===== src/rtl/term_pkg.sv =====
package term_pkg;
  typedef enum logic [1:0] {
    REG_RX_CTRL = 2'd0,
    REG_RX_DATA = 2'd1,
    REG_TX_CTRL = 2'd2,
    REG_TX_DATA = 2'd3
  } term_reg_e;

  localparam int unsigned NUM_REGS  = 4;
  localparam int unsigned BIT_READY = 0;
  localparam int unsigned BIT_IE    = 1;
  localparam int unsigned BIT_OVR   = 2;
  localparam int unsigned CTRL_BITS = 3;
endpackage


===== src/rtl/term_addr_dec.sv =====
module term_addr_dec #(
  parameter int unsigned ADDR_W = 32,
  parameter int unsigned NREGS = 4,
  parameter logic [ADDR_W-1:0] BASE_ADDR = 32'hFFFF_0000
) (
  input  logic [ADDR_W-1:0] addr,
  output logic              hit,
  output logic [NREGS-1:0]  sel
);
  localparam int unsigned IDX_W = $clog2(NREGS);
  localparam int unsigned LSB_W = 2;
  localparam int unsigned TOP_LSB = IDX_W + LSB_W;

  logic             win_match;
  logic             aligned;
  logic [IDX_W-1:0] idx;

  assign win_match = (addr[ADDR_W-1:TOP_LSB] == BASE_ADDR[ADDR_W-1:TOP_LSB]);
  assign aligned   = (addr[LSB_W-1:0] == '0);
  assign idx       = addr[TOP_LSB-1:LSB_W];
  assign hit       = win_match && aligned;

  for (genvar g = 0; g < NREGS; g++) begin : g_sel
    assign sel[g] = hit && (idx == IDX_W'(g));
  end
endmodule


===== src/rtl/term_rx_chan.sv =====
module term_rx_chan #(
  parameter int unsigned CHAR_W = 8
) (
  input  logic              clk,
  input  logic              rst_n,
  input  logic              in_valid,
  input  logic [CHAR_W-1:0] in_char,
  input  logic              rd_data,
  input  logic              ctrl_we,
  input  logic              ctrl_ie_wr,
  output logic              ready,
  output logic              ie,
  output logic              overrun,
  output logic [CHAR_W-1:0] char_q,
  output logic              irq
);
  always_ff @(posedge clk or negedge rst_n) begin
    if (!rst_n) begin
      ready   <= 1'b0;
      ie      <= 1'b0;
      overrun <= 1'b0;
      char_q  <= '0;
    end else begin
      if (in_valid) char_q <= in_char;
      ready   <= in_valid | (ready & ~rd_data);
      overrun <= (in_valid & ready & ~rd_data) | (overrun & ~rd_data);
      if (ctrl_we) ie <= ctrl_ie_wr;
    end
  end

  assign irq = ie & ready;

  assert_set_on_strobe_R3: assert property (@(posedge clk) disable iff (!rst_n)
    in_valid |=> (ready && char_q == $past(in_char)));
  assert_clear_on_read_R4: assert property (@(posedge clk) disable iff (!rst_n)
    (rd_data && !in_valid) |=> (!ready && !overrun));
  assert_overrun_R5: assert property (@(posedge clk) disable iff (!rst_n)
    (in_valid && ready && !rd_data) |=> overrun);
endmodule


===== src/rtl/term_tx_chan.sv =====
module term_tx_chan #(
  parameter int unsigned CHAR_W = 8
) (
  input  logic              clk,
  input  logic              rst_n,
  input  logic              data_we,
  input  logic [CHAR_W-1:0] data_char,
  input  logic              ctrl_we,
  input  logic              ctrl_ie_wr,
  input  logic              out_ready,
  output logic              out_valid,
  output logic [CHAR_W-1:0] out_char,
  output logic              ready,
  output logic              ie,
  output logic              irq
);
  always_ff @(posedge clk or negedge rst_n) begin
    if (!rst_n) begin
      ready     <= 1'b1;
      out_valid <= 1'b0;
      out_char  <= '0;
      ie        <= 1'b0;
    end else begin
      if (data_we && ready) begin
        out_char  <= data_char;
        out_valid <= 1'b1;
        ready     <= 1'b0;
      end else if (out_valid && out_ready) begin
        out_valid <= 1'b0;
        ready     <= 1'b1;
      end
      if (ctrl_we) ie <= ctrl_ie_wr;
    end
  end

  assign irq = ie & ready;

  assert_accept_R7: assert property (@(posedge clk) disable iff (!rst_n)
    (data_we && ready) |=> (out_valid && !ready && out_char == $past(data_char)));
  assert_hold_R8: assert property (@(posedge clk) disable iff (!rst_n)
    (out_valid && !out_ready) |=> (out_valid && $stable(out_char)));
  assert_release_R8: assert property (@(posedge clk) disable iff (!rst_n)
    (out_valid && out_ready) |=> (ready && !out_valid));
  assert_busy_drop_R9: assert property (@(posedge clk) disable iff (!rst_n)
    (data_we && !ready && !out_ready) |=> $stable(out_char));
endmodule


===== src/rtl/term_mmio.sv =====
module term_mmio #(
  parameter int unsigned ADDR_W = 32,
  parameter int unsigned DATA_W = 32,
  parameter int unsigned CHAR_W = 8,
  parameter logic [ADDR_W-1:0] BASE_ADDR = 32'hFFFF_0000
) (
  input  logic                clk,
  input  logic                rst_n,
  input  logic [ADDR_W-1:0]   bus_addr,
  input  logic                bus_rd,
  input  logic                bus_wr,
  input  logic [DATA_W-1:0]   bus_wdata,
  input  logic [DATA_W/8-1:0] bus_wstrb,
  output logic [DATA_W-1:0]   bus_rdata,
  input  logic                rx_valid,
  input  logic [CHAR_W-1:0]   rx_char,
  output logic                tx_valid,
  output logic [CHAR_W-1:0]   tx_char,
  input  logic                tx_ready,
  output logic                irq
);
  import term_pkg::*;

  localparam int unsigned STRB_W = DATA_W / 8;

  logic                hit;
  logic [NUM_REGS-1:0] sel;
  logic                rx_ready, rx_ie, rx_ovr, rx_irq;
  logic [CHAR_W-1:0]   rx_q;
  logic                tx_rdy, tx_ie, tx_irq;
  logic                lane0_wr;
  logic [DATA_W-1:0]   rd_mux;
  logic                unused_bits;

  term_addr_dec #(.ADDR_W(ADDR_W), .NREGS(NUM_REGS), .BASE_ADDR(BASE_ADDR)) dec_i (
    .addr(bus_addr), .hit(hit), .sel(sel)
  );

  assign lane0_wr = bus_wr && bus_wstrb[0];

  term_rx_chan #(.CHAR_W(CHAR_W)) rx_i (
    .clk(clk), .rst_n(rst_n),
    .in_valid(rx_valid), .in_char(rx_char),
    .rd_data(bus_rd && sel[REG_RX_DATA]),
    .ctrl_we(lane0_wr && sel[REG_RX_CTRL]),
    .ctrl_ie_wr(bus_wdata[BIT_IE]),
    .ready(rx_ready), .ie(rx_ie), .overrun(rx_ovr),
    .char_q(rx_q), .irq(rx_irq)
  );

  term_tx_chan #(.CHAR_W(CHAR_W)) tx_i (
    .clk(clk), .rst_n(rst_n),
    .data_we(lane0_wr && sel[REG_TX_DATA]),
    .data_char(bus_wdata[CHAR_W-1:0]),
    .ctrl_we(lane0_wr && sel[REG_TX_CTRL]),
    .ctrl_ie_wr(bus_wdata[BIT_IE]),
    .out_ready(tx_ready), .out_valid(tx_valid), .out_char(tx_char),
    .ready(tx_rdy), .ie(tx_ie), .irq(tx_irq)
  );

  assign irq = rx_irq | tx_irq;
  assign unused_bits = ^{bus_wdata[DATA_W-1:CHAR_W], bus_wstrb[STRB_W-1:1]};

  always_comb begin
    rd_mux = '0;
    unique case (1'b1)
      sel[REG_RX_CTRL]: rd_mux = {{(DATA_W-CTRL_BITS){1'b0}}, rx_ovr, rx_ie, rx_ready};
      sel[REG_RX_DATA]: rd_mux = {{(DATA_W-CHAR_W){1'b0}}, rx_q};
      sel[REG_TX_CTRL]: rd_mux = {{(DATA_W-CTRL_BITS){1'b0}}, 1'b0, tx_ie, tx_rdy};
      sel[REG_TX_DATA]: rd_mux = '0;
      default:          rd_mux = '0;
    endcase
  end

  always_ff @(posedge clk or negedge rst_n) begin
    if (!rst_n) bus_rdata <= '0;
    else if (bus_rd) bus_rdata <= rd_mux;
  end

  assert_unmapped_zero_R2: assert property (@(posedge clk) disable iff (!rst_n)
    (bus_rd && !hit) |=> (bus_rdata == '0));
  assert_ctrl_upper_zero_R6: assert property (@(posedge clk) disable iff (!rst_n)
    (bus_rd && (sel[REG_RX_CTRL] || sel[REG_TX_CTRL])) |=> (bus_rdata[DATA_W-1:CTRL_BITS] == '0));
  assert_rdata_hold_R11: assert property (@(posedge clk) disable iff (!rst_n)
    !bus_rd |=> $stable(bus_rdata));
  assert_irq_needs_ready_R10: assert property (@(posedge clk) disable iff (!rst_n)
    irq |-> (rx_ready || tx_rdy));
  always_comb begin
    assert_onehot_sel_R2: assert ($onehot0(sel));
  end
endmodule


===== config.mk =====
export PLATFORM = sky130hd
export DESIGN_NAME = term_mmio
export DESIGN_NICKNAME = d
export VERILOG_FILES = /design/src/rtl/term_pkg.sv /design/src/rtl/term_addr_dec.sv /design/src/rtl/term_rx_chan.sv /design/src/rtl/term_tx_chan.sv /design/src/rtl/term_mmio.sv
export SDC_FILE = /design/constraint.sdc
export NUM_CORES = 1
export LEC_CHECK = 0
export BUFFER_PORTS_ARGS = -buffer_cell sky130_fd_sc_hd__buf_4
export CAP_MARGIN = 20
export CORE_UTILIZATION = 35
export DETAILED_ROUTE_END_ITERATION = 8
export GPL_ROUTABILITY_DRIVEN = 0
export HOLD_SLACK_MARGIN = 0.06
export PLACE_DENSITY = 0.76
export SKIP_CTS_REPAIR_TIMING = 1
export SYNTH_ARGS = -nofsm -noshare
export SYNTH_HDL_FRONTEND = slang
export SYNTH_SLANG_ARGS = --single-unit

===== constraint.sdc =====
create_clock -name clk -period 1.2 [get_ports clk]
set_input_delay 0.06 -clock clk [delete_from_list [all_inputs] [get_ports clk]]
set_output_delay 0.06 -clock clk [all_outputs]
set_load 0.03 [all_outputs]

==> summary.md, run 1 <==
| Metric | Value |
|---|---|
| Slowest-stage cell, CP | `or4_4` |
| Crit path buf inv count | `2` |
| CP Data Arrival Time | `1.62 ns` |
| Initial Util | `37.28%` |
| F_max | `687.4 MHz` |
| Share of layout cells above drive strength 1 | `a little under half` |
| Crit Path Category | `primary input to register` |
| FF-to-FF End | `tx_i.out_char[7]` |
| CTS tree | `built` |
| Worst VDD drop | `0.0006753 V` |
| DR pass1 iterations | `4` |
| Ant. Diodes | `0` |
| PortBufs | `between 70 and 80` |
| Post-Synth Adder-Cell Area | `0%` |
| Main combinational cell family by area after synthesis | `buffers and inverters` |
| DPL Wire Length | `between 2 and 3 mm` |
| Final Hold Viols | `0` |
| Synth warn | `0` |
| RSZ-0062 raised after global routing | `true` |
| Worst r2r src | `tx_i.ready` |
| Power per cell area | `942.6 nW/um^2` |
| Yosys top cell area share | `47.31%` |
| Total power | `approximately 2.3 mW` |
| Clock-pin slew on the worst setup and hold paths | `0.06 ns` |
| Failing checks | `setup timing` |
| DRT antenna net count | `0` |
| Max Buffers Root-to-Sink | `2` |
| All-Layer GR Usage | `14.66%` |
| Vias | `1384` |
| Yosys reg bits | `30` |
| Root Driver | `clkbuf_8` |
| Sw Pwr | `0.6072 mW` |
| Cell taking the most area after synthesis | `dfrtp_1` |
| Crit-path max FO | `7` |
| Multi-input gate area | `slightly below 700 um^2` |
| WL final | `3.623 mm` |
| R2r setup slk | `-0.05 ns` |
| Synth Area in Simple Gates | `approximately 15%` |
| IO Count | `124` |
| Avg Inst Size Synth | `10.73 um^2` |
| Commonest non-fill, non-tap cell in the layout | `buf_4` |
| Max-slew violations | `0` |
| WHS | `0.05158 ns` |
| Post-Place Setup Slack | `-0.5893 ns` |
| Pint | `1.715 mW` |
| Cells along the critical path | `buf_6 > or4_4 > nor4_4 > buf_6 > nand4_4 > mux2_4` |
| Distinct cells, synth | `26` |
| Slowest stage delay, CP | `approximately 0.53 ns` |
| Register Area | `752.0 um^2` |
| Outcome | `finished with violations` |
| Worst setup SP type | `primary input` |
| Ranking of synthesized cells by area | `dfrtp_1 (47%), buf_4 (12%), mux2_2 (9.5%)` |
| Vias in the first global route | `1089` |
| Clock Power Share | `36.1%` |
| Tcrit/Tclk final | `121.2%` |
| Worst setup margin | `-0.2548 ns` |
| Endpoint class of the critical path | `register` |
| # rows | `23` |
| Combinational Power Share | `18.4%` |
| Compound-Gate Fraction of Synth Area | `8.238%` |
| Die Wd | `68.20 um` |
| Die height | `about 68 um` |
| Data required, critical path | `1.37 ns` |
| Net Sw Frac | `a little over a quarter` |
| Worst Skew | `a little under 0.007 ns` |
| Iteration-0 DRC Markers | `17` |
| Leakage | `1.266 nW` |
| Core region area | `4115 um^2` |
| Die Area | `4651 um^2` |
| H-tree levels | `2` |
| Grt ovf | `0` |
| Sequential area share after synthesis | `49.02%` |
| Critical path depth | `6` |
| Met3 usage | `approximately 6.3%` |
| Final setup vio count | `22` |
| Cell mode on critical path | `buf_6` |
| Synth Cell Area | `1534 um^2` |
| First-pass GRT wire length | `4.767 mm` |
| M2 GR Usage | `23.90%` |
| Share of power burned in registers | `between 40 and 50%` |
| P&R area growth vs syn | `60.60%` |
| Most frequent cells in the layout | `buf_4 (78), dfrtp_1 (29), conb_1 (24)` |
| Synth Instances | `143` |
| DR WL/cell | `12.12 um` |
| # fillers | `363` |
| Largest net degree at the start of global routing | `31` |
| Routing usage on met1 | `16.61%` |
| Max_cap viols | `0` |
| Tmin final | `~1.5 ns` |
| DRC Markers | `0` |
| Crit-path leading delay family | `simple AND/OR/NAND/NOR gates` |
| Initial antenna violation count | `0` |
| CTS Buf Count | `5` |
| Top Usage Layer GRT | `met2` |
| Hold crit path type | `primary input to register` |
| Reg2Reg Depth | `3` |
| Nets | `330` |
| Hold EP | `bus_rdata[2]` |
| Worst Hold Depth | `2` |
| DR vias/cell | `4.629` |
| Hold path start | `bus_rd` |
| Clock sinks | `30` |
| Worst-skew pair later-pin latency | `0.29 ns` |
| Synth Area in XOR/XNOR | `0%` |
| Post-synthesis mux area share | `11.50%` |
-- worst max-delay path by stage --
| stage | startpoint | endpoint | slack (ns) |
|---|---|---|---|
| 2_1_floorplan | bus_addr[6] | tx_i.out_char[0] | -0.48 |
| 3_3_place_gp | bus_addr[6] | tx_i.out_char[2] | -0.58 |
| 3_5_place_dp | bus_addr[6] | tx_i.out_char[1] | -0.59 |
| 4_1_cts | bus_addr[6] | tx_i.out_char[1] | -0.29 |
| 5_1_grt | bus_addr[9] | tx_i.out_char[5] | -0.28 |
| 6_report | bus_addr[9] | tx_i.out_char[5] | -0.25 |
-- cells in the mapped netlist --
library cell  instances
dfrtp_1              29
buf_4                24
mux2_2               13
inv_1                12
nand2_1              10
o21ai_0               7
nor2_1                6
nand4_1               5
o22ai_1               5
a21oi_1               4
clkbuf_1              4
mux2i_1               3
nand2b_1              3
nand4b_1              2
nor2b_1               2
nor4_4                2
o31ai_1               2
or4_1                 2
a21o_1                1
a22o_1                1
a41oi_1               1
conb_1                1
dfstp_2               1
nand3_1               1
nand4_4               1
or4_4                 1
-- per-stage QoR --
stage | instances | util, % | area [um^2] | TNS (ns)
final | 299 | 59.87 | 2464 | -3.754
after global routing | 299 | 59.87 | 2464 | -4.493
after CTS | 276 | 53.06 | 2183 | -4.386
after detailed placement | 268 | 50.84 | 2092 | -10.77
after global placement | 268 | 50.84 | 2092 | -10.61
after floorplan | 166 | - | 1624 | -7.994
-- worst register-to-register path, stage by stage (launching register included) --
cell and delay [ns]:
dfstp_2 0.57, buf_4 0.13, nand4_4 0.12, mux2_2 0.31
-- flip-flops by register name (all words and copies together) (netlist names) --
name	flops
rx_i.char_q	8
rx_i.ready	1
rx_i.overrun	1
rx_i.ie	1
tx_i.out_char	8
tx_i.ie	1
tx_i.ready	1
tx_i.out_valid	1
bus_rdata	8
-- per-layer routing --
layer	share of wire [%]	vias up
met5	0	-
met4	0.75	0
met3	9.2	2
met2	52	72
met1	38	655
li1	-	655
-- power by group through the flow --
stage | combinational [mW] | clock [mW] | sequential [mW]
5_1_grt | 0.468 | 0.919 | 1.06
3_5_place_dp | 0.356 | 0 | 1.07
6_report | 0.427 | 0.838 | 1.06
4_1_cts | 0.357 | 0.858 | 1.06
3_3_place_gp | 0.353 | 0 | 1.07
2_1_floorplan | 0.236 | 0 | 1.07
-- layout make-up --
type | count | area share, %
repair buffers | 102 | 33.82
multi-input cells | 97 | 27.58
flip-flops and latches | 30 | 30.52
well taps | 50 | 2.539
clock buffers | 7 | 3.504
inverters | 12 | 1.828
clock inverters | 1 | 0.2031
-- cell families after synthesis --
| logic type | Yosys count |
|---|---|
| and+or+nand+nor | 35 |
| muxes | 16 |
| buffers and inverters | 40 |
| AOI/OAI and AO/OA | 21 |
| other | 1 |
| DFF | 30 |
Power figures use the tool's default switching activity.
==> inputs of run 2 (changes only) <==
CTS_CLUSTER_SIZE = 28   (was default)
TNS_END_PERCENT = 20   (was default)
==> summary.md, run 2 (same netlist as run 1, synthesis figures left out) <==
| Metric | Value |
|---|---|
| Design Area, Final | `2419 um^2 (-1.8%)` |
| Tcrit/Tclk final | `123.6% (+2.4 points)` |
| Commonest non-fill, non-tap cell in the layout | `buf_4` |
| DR pass1 iterations | `4 (unchanged)` |
| Slowest stage delay, CP | `0.53 ns (about the same)` |
| H-tree levels | `2 (unchanged)` |
| Max-slew violations | `0 (unchanged)` |
| DR WL/cell | `11.86 um (-2.1%)` |
| Crit Path Category | `primary input to register` |
| Final Hold Viols | `0 (unchanged)` |
| Biggest regs | `bus_rdata: 8 flops, rx_i.char_q: 8 flops, tx_i.out_char: 8 flops` |
| CTS Buf Count | `5 (unchanged)` |
| WL final | `3.500 mm (-3.4%)` |
| Grt ovf | `0 (unchanged)` |
| Endpoint class of the critical path | `register` |
| CP Data Arrival Time | `1.65 ns (+0.03 ns)` |
| Max Buffers Root-to-Sink | `2 (unchanged)` |
| Crit-path max FO | `6 (-1)` |
| Post-Place Setup Slack | `-0.5870 ns (+0.002295 ns)` |
| DR vias/cell | `4.471 (-3.4%)` |
| RSZ-0062 raised after global routing | `true` |
| # rows | `23 (unchanged)` |
| PortBufs | `72 (unchanged)` |
| Clock-pin slew on the worst setup and hold paths | `0.06 ns (about the same)` |
| Worst-skew pair later-pin latency | `0.28 ns (about the same)` |
| DRT antenna net count | `0 (unchanged)` |
| DPL Wire Length | `2.513 mm (-0.53%)` |
| Register Area | `752.0 um^2 (unchanged)` |
| IO Count | `124 (unchanged)` |
| Clock sinks | `30 (unchanged)` |
| Initial Util | `37.28% (unchanged)` |
| DP Area | `2092 um^2 (unchanged)` |
| # fillers | `372 (+2.5%)` |
| Worst setup margin | `-0.2836 ns (-0.02884 ns)` |
| All-Layer GR Usage | `14.82% (+0.16 points)` |
| Largest net degree at the start of global routing | `31 (unchanged)` |
| Data required, critical path | `1.36 ns (about the same)` |
| Die height | `68.20 um (unchanged)` |
| Iteration-0 DRC Markers | `33 (+16)` |
| CTS tree | `built` |
| Power per cell area | `945.6 nW/um^2 (+0.33%)` |
| Leakage | `1.241 nW (-2.0%)` |
| Most frequent cells in the layout | `buf_4 (73), dfrtp_1 (29), conb_1 (24)` |
| F_max | `674.0 MHz (-1.9%)` |
| Worst Skew | `0.005354 ns (-0.001368 ns)` |
| Final setup vio count | `22 (unchanged)` |
| Outcome | `finished with violations` |
| Util after Layout | `58.77% (-1.1 points)` |
| Core region area | `4115 um^2 (unchanged)` |
| Cells along the critical path | `buf_6 > or4_4 > nor4_4 > buf_6 > buf_4 > nand4b_1 > mux2_2` |
| First-pass GRT wire length | `4.954 mm (+3.9%)` |
| Slowest-stage cell, CP | `or4_4` |
| DRC Markers | `0 (unchanged)` |
| Ant. Diodes | `0 (unchanged)` |
| Multi-input gate area | `661.9 um^2 (-2.6%)` |
| Vias | `1319 (-4.7%)` |
| Cell mode on critical path | `buf_6` |
| Root Driver | `clkbuf_8` |
| Die Area | `4651 um^2 (unchanged)` |
| Vias in the first global route | `1153 (+5.9%)` |
| Failing checks | `setup timing` |
| Die Wd | `68.20 um (unchanged)` |
| Share of layout cells above drive strength 1 | `44.49% (-2.1 points)` |
| Worst VDD drop | `0.0005941 V (-12%)` |
| P&R area growth vs syn | `57.67%` |
| Max_cap viols | `0 (unchanged)` |
| Tmin final | `1.484 ns (+0.02884 ns)` |
| Hold crit path type | `primary input to register` |
| Initial antenna violation count | `0 (unchanged)` |
| Nets | `326 (-1.2%)` |
| Worst setup SP type | `primary input` |
[run 2: routing by layer]
layer | track usage, % | wire [um] | share of wire, %
met1 | 16.88 | 1368 | 39
met2 | 25.00 | 1856 | 53
met3 | 4.833 | 194 | 5.5
met4 | 6.771 | 80 | 2.3
met5 | 0 | 0 | 0
[run 2: worst max-delay path: cells and delay by family]
family                 cells  cell delay, ns
muxes                      1            0.28
and+or+nand+nor            3            0.92
buffers and inverters      3            0.38
[run 2: final timing paths]
path                            slack, ns  depth (start not counted)    startpoint                to
worst max-delay path                -0.28                          7   bus_addr[9]           rx_i.ie
worst min-delay path                 0.07                          2        bus_rd      bus_rdata[2]
worst max register to register          0                          2    tx_i.ready  tx_i.out_char[2]
worst min register to register       0.50                          2  bus_rdata[1]      bus_rdata[1]
max in group asynchronous            0.65                          2         rst_n        tx_i.ready
min in group asynchronous            0.24                          2         rst_n      bus_rdata[1]
[run 2: metrics by stage]
step / std cells / setup TNS, ns / total power, mW / hold slack, ns
floorplan: 166 / -8.107 / 1.309 / -0.2356
global placement: 268 / -10.28 / 1.424 / 0.003641
CTS: 276 / -4.344 / 2.253 / -0.2916
global route: 295 / -4.700 / 2.405 / 0.06844
finish: 295 / -3.729 / 2.287 / 0.06633
detailed placement: 268 / -10.60 / 1.432 / 0.008285
[run 2: area by class of cell]
| class | instances | area share, % |
|---|---|---|
| Multi-Input combinational cell | 97 | 27.37 |
| Inverter | 12 | 1.862 |
| Sequential cell | 30 | 31.09 |
| Timing Repair Buffer | 98 | 33.37 |
| Clock buffer | 8 | 3.725 |
| Tap cell | 50 | 2.587 |
[run 2: power breakdown]
| part | internal [mW] | leakage [nW] | switching [mW] | total [mW] |
|---|---|---|---|---|
| Sequential | 1.04 | 0.389 | 0.0174 | 1.06 |
| Clock | 0.467 | 0.0455 | 0.348 | 0.814 |
| Combinational | 0.200 | 0.806 | 0.212 | 0.412 |
| Total | 1.71 | 1.24 | 0.577 | 2.29 |
